<file path="src/rtl/gpx_pkg.sv">
package gpx_pkg;
  localparam int CMD_W = 8;

  localparam logic [CMD_W-1:0] CMD_CFG  = 8'h00;
  localparam logic [CMD_W-1:0] CMD_DIR  = 8'h01;
  localparam logic [CMD_W-1:0] CMD_DRV  = 8'h02;
  localparam logic [CMD_W-1:0] CMD_DATA = 8'h03;
  localparam logic [CMD_W-1:0] CMD_MASK = 8'h04;
  localparam logic [CMD_W-1:0] CMD_STAT = 8'h05;
  localparam logic [CMD_W-1:0] CMD_FAN  = 8'h06;

  localparam int CFG_IE_BIT  = 0;
  localparam int CFG_FAN_BIT = 1;

  typedef struct packed {
    logic fan;
    logic ie;
  } cfg_t;
endpackage

</file>
<file path="src/rtl/gpx_regs.sv">
module gpx_regs
  import gpx_pkg::*;
#(
  parameter int NPINS = 8,
  parameter int FAN_W = 3
) (
  input  logic             clk,
  input  logic             rst_n,
  input  logic             wr,
  input  logic             rd,
  input  logic [CMD_W-1:0] addr,
  input  logic [NPINS-1:0] wdata,
  input  logic [NPINS-1:0] pin_in,
  input  logic [NPINS-1:0] latch_role,
  input  logic [NPINS-1:0] status,
  output cfg_t             cfg,
  output logic [NPINS-1:0] dir,
  output logic [NPINS-1:0] drv_od,
  output logic [NPINS-1:0] latch,
  output logic [NPINS-1:0] mask,
  output logic [FAN_W-1:0] fan_speed,
  output logic [NPINS-1:0] rdata,
  output logic             rvalid,
  output logic             status_rd
);
  logic [NPINS-1:0] rd_mux;

  assign status_rd = rd && (addr == CMD_STAT);

  always_comb begin
    rd_mux = '0;
    case (addr)
      CMD_CFG: begin
        rd_mux[CFG_IE_BIT]  = cfg.ie;
        rd_mux[CFG_FAN_BIT] = cfg.fan;
      end
      CMD_DIR:  rd_mux = dir;
      CMD_DRV:  rd_mux = drv_od;
      CMD_DATA: rd_mux = (latch & latch_role) | (pin_in & ~latch_role);
      CMD_MASK: rd_mux = mask;
      CMD_STAT: rd_mux = status;
      CMD_FAN:  rd_mux = NPINS'(fan_speed);
      default:  rd_mux = '0;
    endcase
  end

  always_ff @(posedge clk or negedge rst_n) begin
    if (!rst_n) begin
      cfg       <= '0;
      dir       <= '0;
      drv_od    <= '0;
      latch     <= '0;
      mask      <= '0;
      fan_speed <= '0;
      rdata     <= '0;
      rvalid    <= 1'b0;
    end else begin
      rvalid <= rd;
      if (rd) rdata <= rd_mux;
      if (wr) begin
        case (addr)
          CMD_CFG: begin
            cfg.ie  <= wdata[CFG_IE_BIT];
            cfg.fan <= wdata[CFG_FAN_BIT];
          end
          CMD_DIR:  dir       <= wdata;
          CMD_DRV:  drv_od    <= wdata;
          CMD_DATA: latch     <= wdata;
          CMD_MASK: mask      <= wdata;
          CMD_FAN:  fan_speed <= wdata[FAN_W-1:0];
          default: ;
        endcase
      end
    end
  end

  p_rvalid_after_read_r11: assert property (@(posedge clk) disable iff (!rst_n)
    rd |=> rvalid);
  p_rvalid_quiet_r11: assert property (@(posedge clk) disable iff (!rst_n)
    !rd |=> !rvalid);
endmodule

</file>
<file path="src/rtl/gpx_pad_ctrl.sv">
module gpx_pad_ctrl #(
  parameter int NPINS = 8,
  parameter int FAN_W = 3
) (
  input  logic             clk,
  input  logic             rst_n,
  input  logic             fan_en,
  input  logic [FAN_W-1:0] fan_speed,
  input  logic [NPINS-1:0] dir,
  input  logic [NPINS-1:0] drv_od,
  input  logic [NPINS-1:0] latch,
  output logic [NPINS-1:0] pin_out,
  output logic [NPINS-1:0] pin_oe,
  output logic [NPINS-1:0] in_role,
  output logic [NPINS-1:0] latch_role
);
  localparam int FAN_LSB = NPINS - FAN_W - 1;

  logic [NPINS-1:0] fan_role, fan_lvl, od_eff, out_en, lvl;

  for (genvar i = 0; i < NPINS; i++) begin : g_pin
    if (i < FAN_LSB) begin : g_plain
      assign fan_role[i] = 1'b0;
      assign fan_lvl[i]  = 1'b0;
    end else if (i == FAN_LSB) begin : g_shdn
      assign fan_role[i] = fan_en;
      assign fan_lvl[i]  = |fan_speed;
    end else begin : g_speed
      assign fan_role[i] = fan_en;
      assign fan_lvl[i]  = ~fan_speed[i-FAN_LSB-1];
    end
  end

  assign od_eff     = fan_role | drv_od;
  assign out_en     = fan_role | dir;
  assign lvl        = (fan_role & fan_lvl) | (~fan_role & latch);
  assign pin_out    = lvl & ~od_eff;
  assign pin_oe     = out_en & (~od_eff | ~lvl);
  assign in_role    = ~out_en;
  assign latch_role = dir & ~fan_role;

  p_od_never_high_r4: assert property (@(posedge clk) disable iff (!rst_n)
    (pin_oe & pin_out & drv_od) == '0);
  p_fan_pins_low_only_r6: assert property (@(posedge clk) disable iff (!rst_n)
    fan_en |-> ((pin_oe[NPINS-1:FAN_LSB] & pin_out[NPINS-1:FAN_LSB]) == '0));
endmodule

</file>
<file path="src/rtl/gpx_irq.sv">
module gpx_irq #(
  parameter int NPINS = 8
) (
  input  logic             clk,
  input  logic             rst_n,
  input  logic [NPINS-1:0] pin_in,
  input  logic [NPINS-1:0] in_role,
  input  logic [NPINS-1:0] mask,
  input  logic             ie,
  input  logic             status_rd,
  input  logic             ara_clr,
  output logic [NPINS-1:0] status,
  output logic             alert_n
);
  logic [NPINS-1:0] prev, evt;
  logic             pend;

  assign evt     = (pin_in ^ prev) & in_role & mask;
  assign alert_n = ~pend;

  always_ff @(posedge clk or negedge rst_n) begin
    if (!rst_n) begin
      prev   <= '0;
      status <= '0;
      pend   <= 1'b0;
    end else begin
      prev   <= pin_in;
      status <= (status_rd ? '0 : status) | evt;
      if (ie && (evt != '0))         pend <= 1'b1;
      else if (status_rd || ara_clr) pend <= 1'b0;
    end
  end

  p_alert_needs_enable_r9: assert property (@(posedge clk) disable iff (!rst_n)
    $rose(pend) |-> $past(ie));
  p_status_sticky_r8: assert property (@(posedge clk) disable iff (!rst_n)
    (!status_rd && evt == '0) |=> status == $past(status));
  p_ara_releases_r10: assert property (@(posedge clk) disable iff (!rst_n)
    (ara_clr && !(ie && evt != '0)) |=> alert_n);
endmodule

</file>
<file path="src/rtl/gpio_expander_core.sv">
module gpio_expander_core
  import gpx_pkg::*;
#(
  parameter int NPINS = 8,
  parameter int FAN_W = 3
) (
  input  logic             clk,
  input  logic             rst_n,
  input  logic             reg_wr,
  input  logic             reg_rd,
  input  logic [CMD_W-1:0] reg_addr,
  input  logic [NPINS-1:0] reg_wdata,
  output logic [NPINS-1:0] reg_rdata,
  output logic             reg_rvalid,
  input  logic [NPINS-1:0] pin_in,
  output logic [NPINS-1:0] pin_out,
  output logic [NPINS-1:0] pin_oe,
  input  logic             ara_clr,
  output logic             alert_n
);
  cfg_t             cfg;
  logic [NPINS-1:0] dir, drv_od, latch, mask, status, in_role, latch_role;
  logic [FAN_W-1:0] fan_speed;
  logic             status_rd;

  gpx_regs #(.NPINS(NPINS), .FAN_W(FAN_W)) u_regs (
    .clk(clk), .rst_n(rst_n), .wr(reg_wr), .rd(reg_rd), .addr(reg_addr),
    .wdata(reg_wdata), .pin_in(pin_in), .latch_role(latch_role), .status(status),
    .cfg(cfg), .dir(dir), .drv_od(drv_od), .latch(latch), .mask(mask),
    .fan_speed(fan_speed), .rdata(reg_rdata), .rvalid(reg_rvalid),
    .status_rd(status_rd)
  );

  gpx_pad_ctrl #(.NPINS(NPINS), .FAN_W(FAN_W)) u_pads (
    .clk(clk), .rst_n(rst_n), .fan_en(cfg.fan), .fan_speed(fan_speed),
    .dir(dir), .drv_od(drv_od), .latch(latch), .pin_out(pin_out),
    .pin_oe(pin_oe), .in_role(in_role), .latch_role(latch_role)
  );

  gpx_irq #(.NPINS(NPINS)) u_irq (
    .clk(clk), .rst_n(rst_n), .pin_in(pin_in), .in_role(in_role), .mask(mask),
    .ie(cfg.ie), .status_rd(status_rd), .ara_clr(ara_clr), .status(status),
    .alert_n(alert_n)
  );
endmodule

</file>
<file path="config.mk">
export PLATFORM = sky130hd
export DESIGN_NAME = gpio_expander_core
export DESIGN_NICKNAME = d
export VERILOG_FILES = /design/src/rtl/gpx_pkg.sv /design/src/rtl/gpx_regs.sv /design/src/rtl/gpx_pad_ctrl.sv /design/src/rtl/gpx_irq.sv /design/src/rtl/gpio_expander_core.sv
export SDC_FILE = /design/constraint.sdc
export NUM_CORES = 1
export LEC_CHECK = 0
export BUFFER_PORTS_ARGS = -buffer_cell sky130_fd_sc_hd__buf_4
export CAP_MARGIN = 20
export CORE_MARGIN = 4
export CORE_UTILIZATION = 51
export DETAILED_ROUTE_END_ITERATION = 6
export MAX_ROUTING_LAYER = met4
export PLACE_DENSITY = 0.76
export SLEW_MARGIN = 20
export SYNTH_ARGS = -nofsm -noshare
export SYNTH_HDL_FRONTEND = slang
export SYNTH_SLANG_ARGS = --single-unit
export TNS_END_PERCENT = 100
</file>
<file path="constraint.sdc">
create_clock -name clk -period 1.8 [get_ports clk]
set_clock_uncertainty 0.1 [all_clocks]
set_input_delay 0.09 -clock clk [delete_from_list [all_inputs] [get_ports clk]]
set_output_delay 0.09 -clock clk [all_outputs]
set_load 0.05 [all_outputs]
</file>
==> metrics <==
ant diodes 0; crit path buf inv count 0; Die Span Y 87.76 µm; Clock transition at path regs 70 ps; outcome finished, final reports clean; critical path arrival 1910 ps; final hold vios 0; flop-to-flop setup slack 10 ps; Slew headroom 68.30%; Final Util between 60% and 70%; Yosys reg bits 63; vias per inst 5.895; Routed Antenna Nets 0; Achievable Freq around 560 MHz; Crit path depth 5; Power Total 3.443 mW; critical path cell sequence xor2_1 -> a22oi_1 -> nand3_1 -> or4b_4 -> a32o_1; Max-Cap Viols 0; RSZ-0062 raised after global routing true; I/O pin total 55; number of flops mapped to enable cells by yosys 0; Critical Path Fanout Max 2; Crit-path slowest cell or4b_4; initial antenna violation count 0; Initial Util 53.53%; layout cells sized above 1 36.63%; gp weighted congestion 0.8809; Static Leakage slightly above 2 nW; area occupied by multi-input gates 1568 µm²; register area 1577 µm²; YS warnings 0; worst r2r dst u_irq.pend$_DFFE_PN0P_; PwrDens just over 800 nW/µm²; post-CTS repair timing setup buffer count 0; PortBufs 54; Total Nets Final 399; # H-tree levels 3; Hold WC Path Type in -> reg; CP delay by family, top simple AND/OR/NAND/NOR gates; row count 28; DRT Pass-1 Iters 5; Clock Tree Buf Depth 2; Slew Limit Fails 0; Skew-Pair Late Insertion Delay ~340 ps; CTS sink cnt 63; sequential share of the synthesized area 48.59%; CP required 1930 ps; Synth Flop Type dfrtp_1; post-synthesis net count 312; first-pass GRT wire length 13,870 µm; full die area between 7000 and 8000 µm²; Placed Instances around 420; largest net degree at the start of global routing 35; Chip Width around 88 µm; TritonCTS Buffers 9; syn_area_per_cell between 10 and 15 µm²; DRC viols 0; vias in the first global route 2,675; wire per inst 18.80 µm; critical path capture point u_irq.pend$_DFFE_PN0P_; worst-case reg-to-reg path depth 5; DRT iter0 DRCs 203; TritonCTS clock tree yes; Setup WS pre-CTS -23.74 ps; GRT overflow 0; final setup margin roughly 12 ps; post-route minimum period 1788 ps; Fin Hold WS 23.82 ps; Final Non-Filler Cells 449; Tot GR Track Use 24.72%; peak supply drop around 530 µV; Mapped Area 3244 µm²; Reg-to-Reg Start u_irq.prev[4]$_DFF_PN0_; number of setup violations in the final report 0; Yosys cell types 52; ys async rst share 100.0%; Setup crit start kind flop; Post-DP HPWL 6062 µm; Worst-Margin Slew 474.4 ps; CTS Root Cell clkbuf_8; final worst path period share 99.35%; Mapped Cells 283; area grow syn2layout 30.51%; Setup CP Type reg -> reg; Critical Path End Type flop; WL final around 8400 µm; Fill cells approximately 450; CP Launch Point u_irq.prev[4]$_DFF_PN0_; max incr delay on CP 510 ps; core area 6061 µm²; via count around 2.6k
Yosys cell counts, types with 3 or more instances:
| library cell | count | area, µm² |
|---|---|---|
| clkbuf_1 | 5 | 18.77 |
| a21oi_1 | 8 | 40.04 |
| o22a_1 | 3 | 26.28 |
| nor2b_1 | 10 | 62.56 |
| inv_1 | 14 | 52.55 |
| nand3_1 | 11 | 55.05 |
| nand2b_1 | 3 | 18.77 |
| xor2_1 | 6 | 52.55 |
| nand2_1 | 24 | 90.09 |
| nor3b_1 | 4 | 30.03 |
| o21ai_0 | 10 | 50.05 |
| nor2_1 | 6 | 22.52 |
| mux2i_1 | 8 | 80.08 |
| and3b_1 | 3 | 26.28 |
| nor3_1 | 5 | 25.02 |
| o22ai_1 | 5 | 31.28 |
| mux2_4 | 14 | 210.2 |
| o21a_1 | 3 | 22.52 |
| a32oi_1 | 3 | 26.28 |
| buf_2 | 4 | 20.02 |
| a22o_1 | 4 | 35.03 |
| a22oi_1 | 4 | 30.03 |
| dfrtp_1 | 63 | 1577 |
| mux2_2 | 24 | 270.3 |
cell usage in the layout (no fill, tap or decap), types with 3 or more instances in the layout:
cell and n:
o21a_1 3, mux2_2 24, a32oi_1 3, dlygate4sd3_1 18
nor3_1 5, dfrtp_1 63, nor2_1 6, buf_4 70
inv_1 14, nor3b_1 3, nand2_1 24, nand3_1 11
o21ai_0 10, nor2b_1 9, a22oi_1 3, mux2i_1 7
o22a_1 3, mux2_4 14, and3b_1 3, a21oi_1 7
clkbuf_8 11, xor2_1 6, nand2b_1 3, a22o_1 4
o22ai_1 5
per-layer routing:
| layer | global-route usage, % | vias to the layer above | part of all wire, % |
|---|---|---|---|
| met5 | - | - | 0 |
| met4 | 11.44 | 0 | 3.5 |
| met3 | 5.456 | 22 | 7.2 |
| met2 | 36.51 | 110 | 46 |
| met1 | 32.43 | 1314 | 44 |
| li1 | - | 1201 | - |
where the power goes:
group	switching, mW	total (mW)	internal [mW]
logic	0.314	0.591	0.277
registers	0.0850	1.61	1.53
clock network	0.532	1.24	0.705
through the flow:
stage	TNS [ps]	cell area [µm²]
6_report	0	4234
5_1_grt	-80.83	4234
4_1_cts	0	4218
3_5_place_dp	-187.1	3840
3_3_place_gp	0	3840
2_1_floorplan	-1618	3249
worst register-to-register path, stage by stage (launching register included):
cell and delay [ps]:
dfrtp_1 390, xor2_1 160, a22oi_1 200, nand3_1 100, or4b_4 510, a32o_1 220
worst min-delay path by stage:
stage                 start                     endpoint  slack [ps]  depth (start not counted)
CTS                 ara_clr       u_irq.pend$_DFFE_PN0P_          20                          3
floorplan             rst_n       u_irq.pend$_DFFE_PN0P_        -310                          0
detailed placement    rst_n  u_regs.latch[5]$_DFFE_PN0P_         -30                          1
global placement      rst_n  u_regs.latch[5]$_DFFE_PN0P_         -30                          1
global route        ara_clr       u_irq.pend$_DFFE_PN0P_          40                          3
finish              ara_clr       u_irq.pend$_DFFE_PN0P_          20                          3
timing repair:
action,CTS,global route
hold buffers,18,0
gates resized for setup,0,6
hold endpoints to repair,115,0
setup endpoints to repair,0,3
area by class of cell:
type / count / area share (%)
sequential: 63 / 37.23
multi-input combinational: 192 / 37.03
timing repair buffer: 90 / 17.61
clock buffer: 12 / 3.664
tap: 75 / 2.216
inverter: 14 / 1.241
clock inverter: 3 / 1.005
sequential cells by signal (all words and copies together) (netlist names), 3 cells and up:
register and count:
u_irq.prev 8, u_irq.status 8, u_regs.dir 8, u_regs.drv_od 8, u_regs.latch 8, u_regs.mask 8
u_regs.rdata 8, u_regs.fan_speed 3
cells by family (layout without fill, tap and decap cells):
| group | Yosys count | in the layout | share of synthesized area [%] |
|---|---|---|---|
| AO/OA/AOI/OAI | 53 | 53 | 11.34 |
| XOR/XNOR | 8 | 8 | 2.160 |
| buffers and inverters | 28 | 119 | 3.972 |
| flip-flops | 63 | 63 | 48.59 |
| multiplexers | 48 | 48 | 18.32 |
| AND/OR/NAND/NOR | 83 | 83 | 15.62 |
Power figures use the tool's default switching activity.
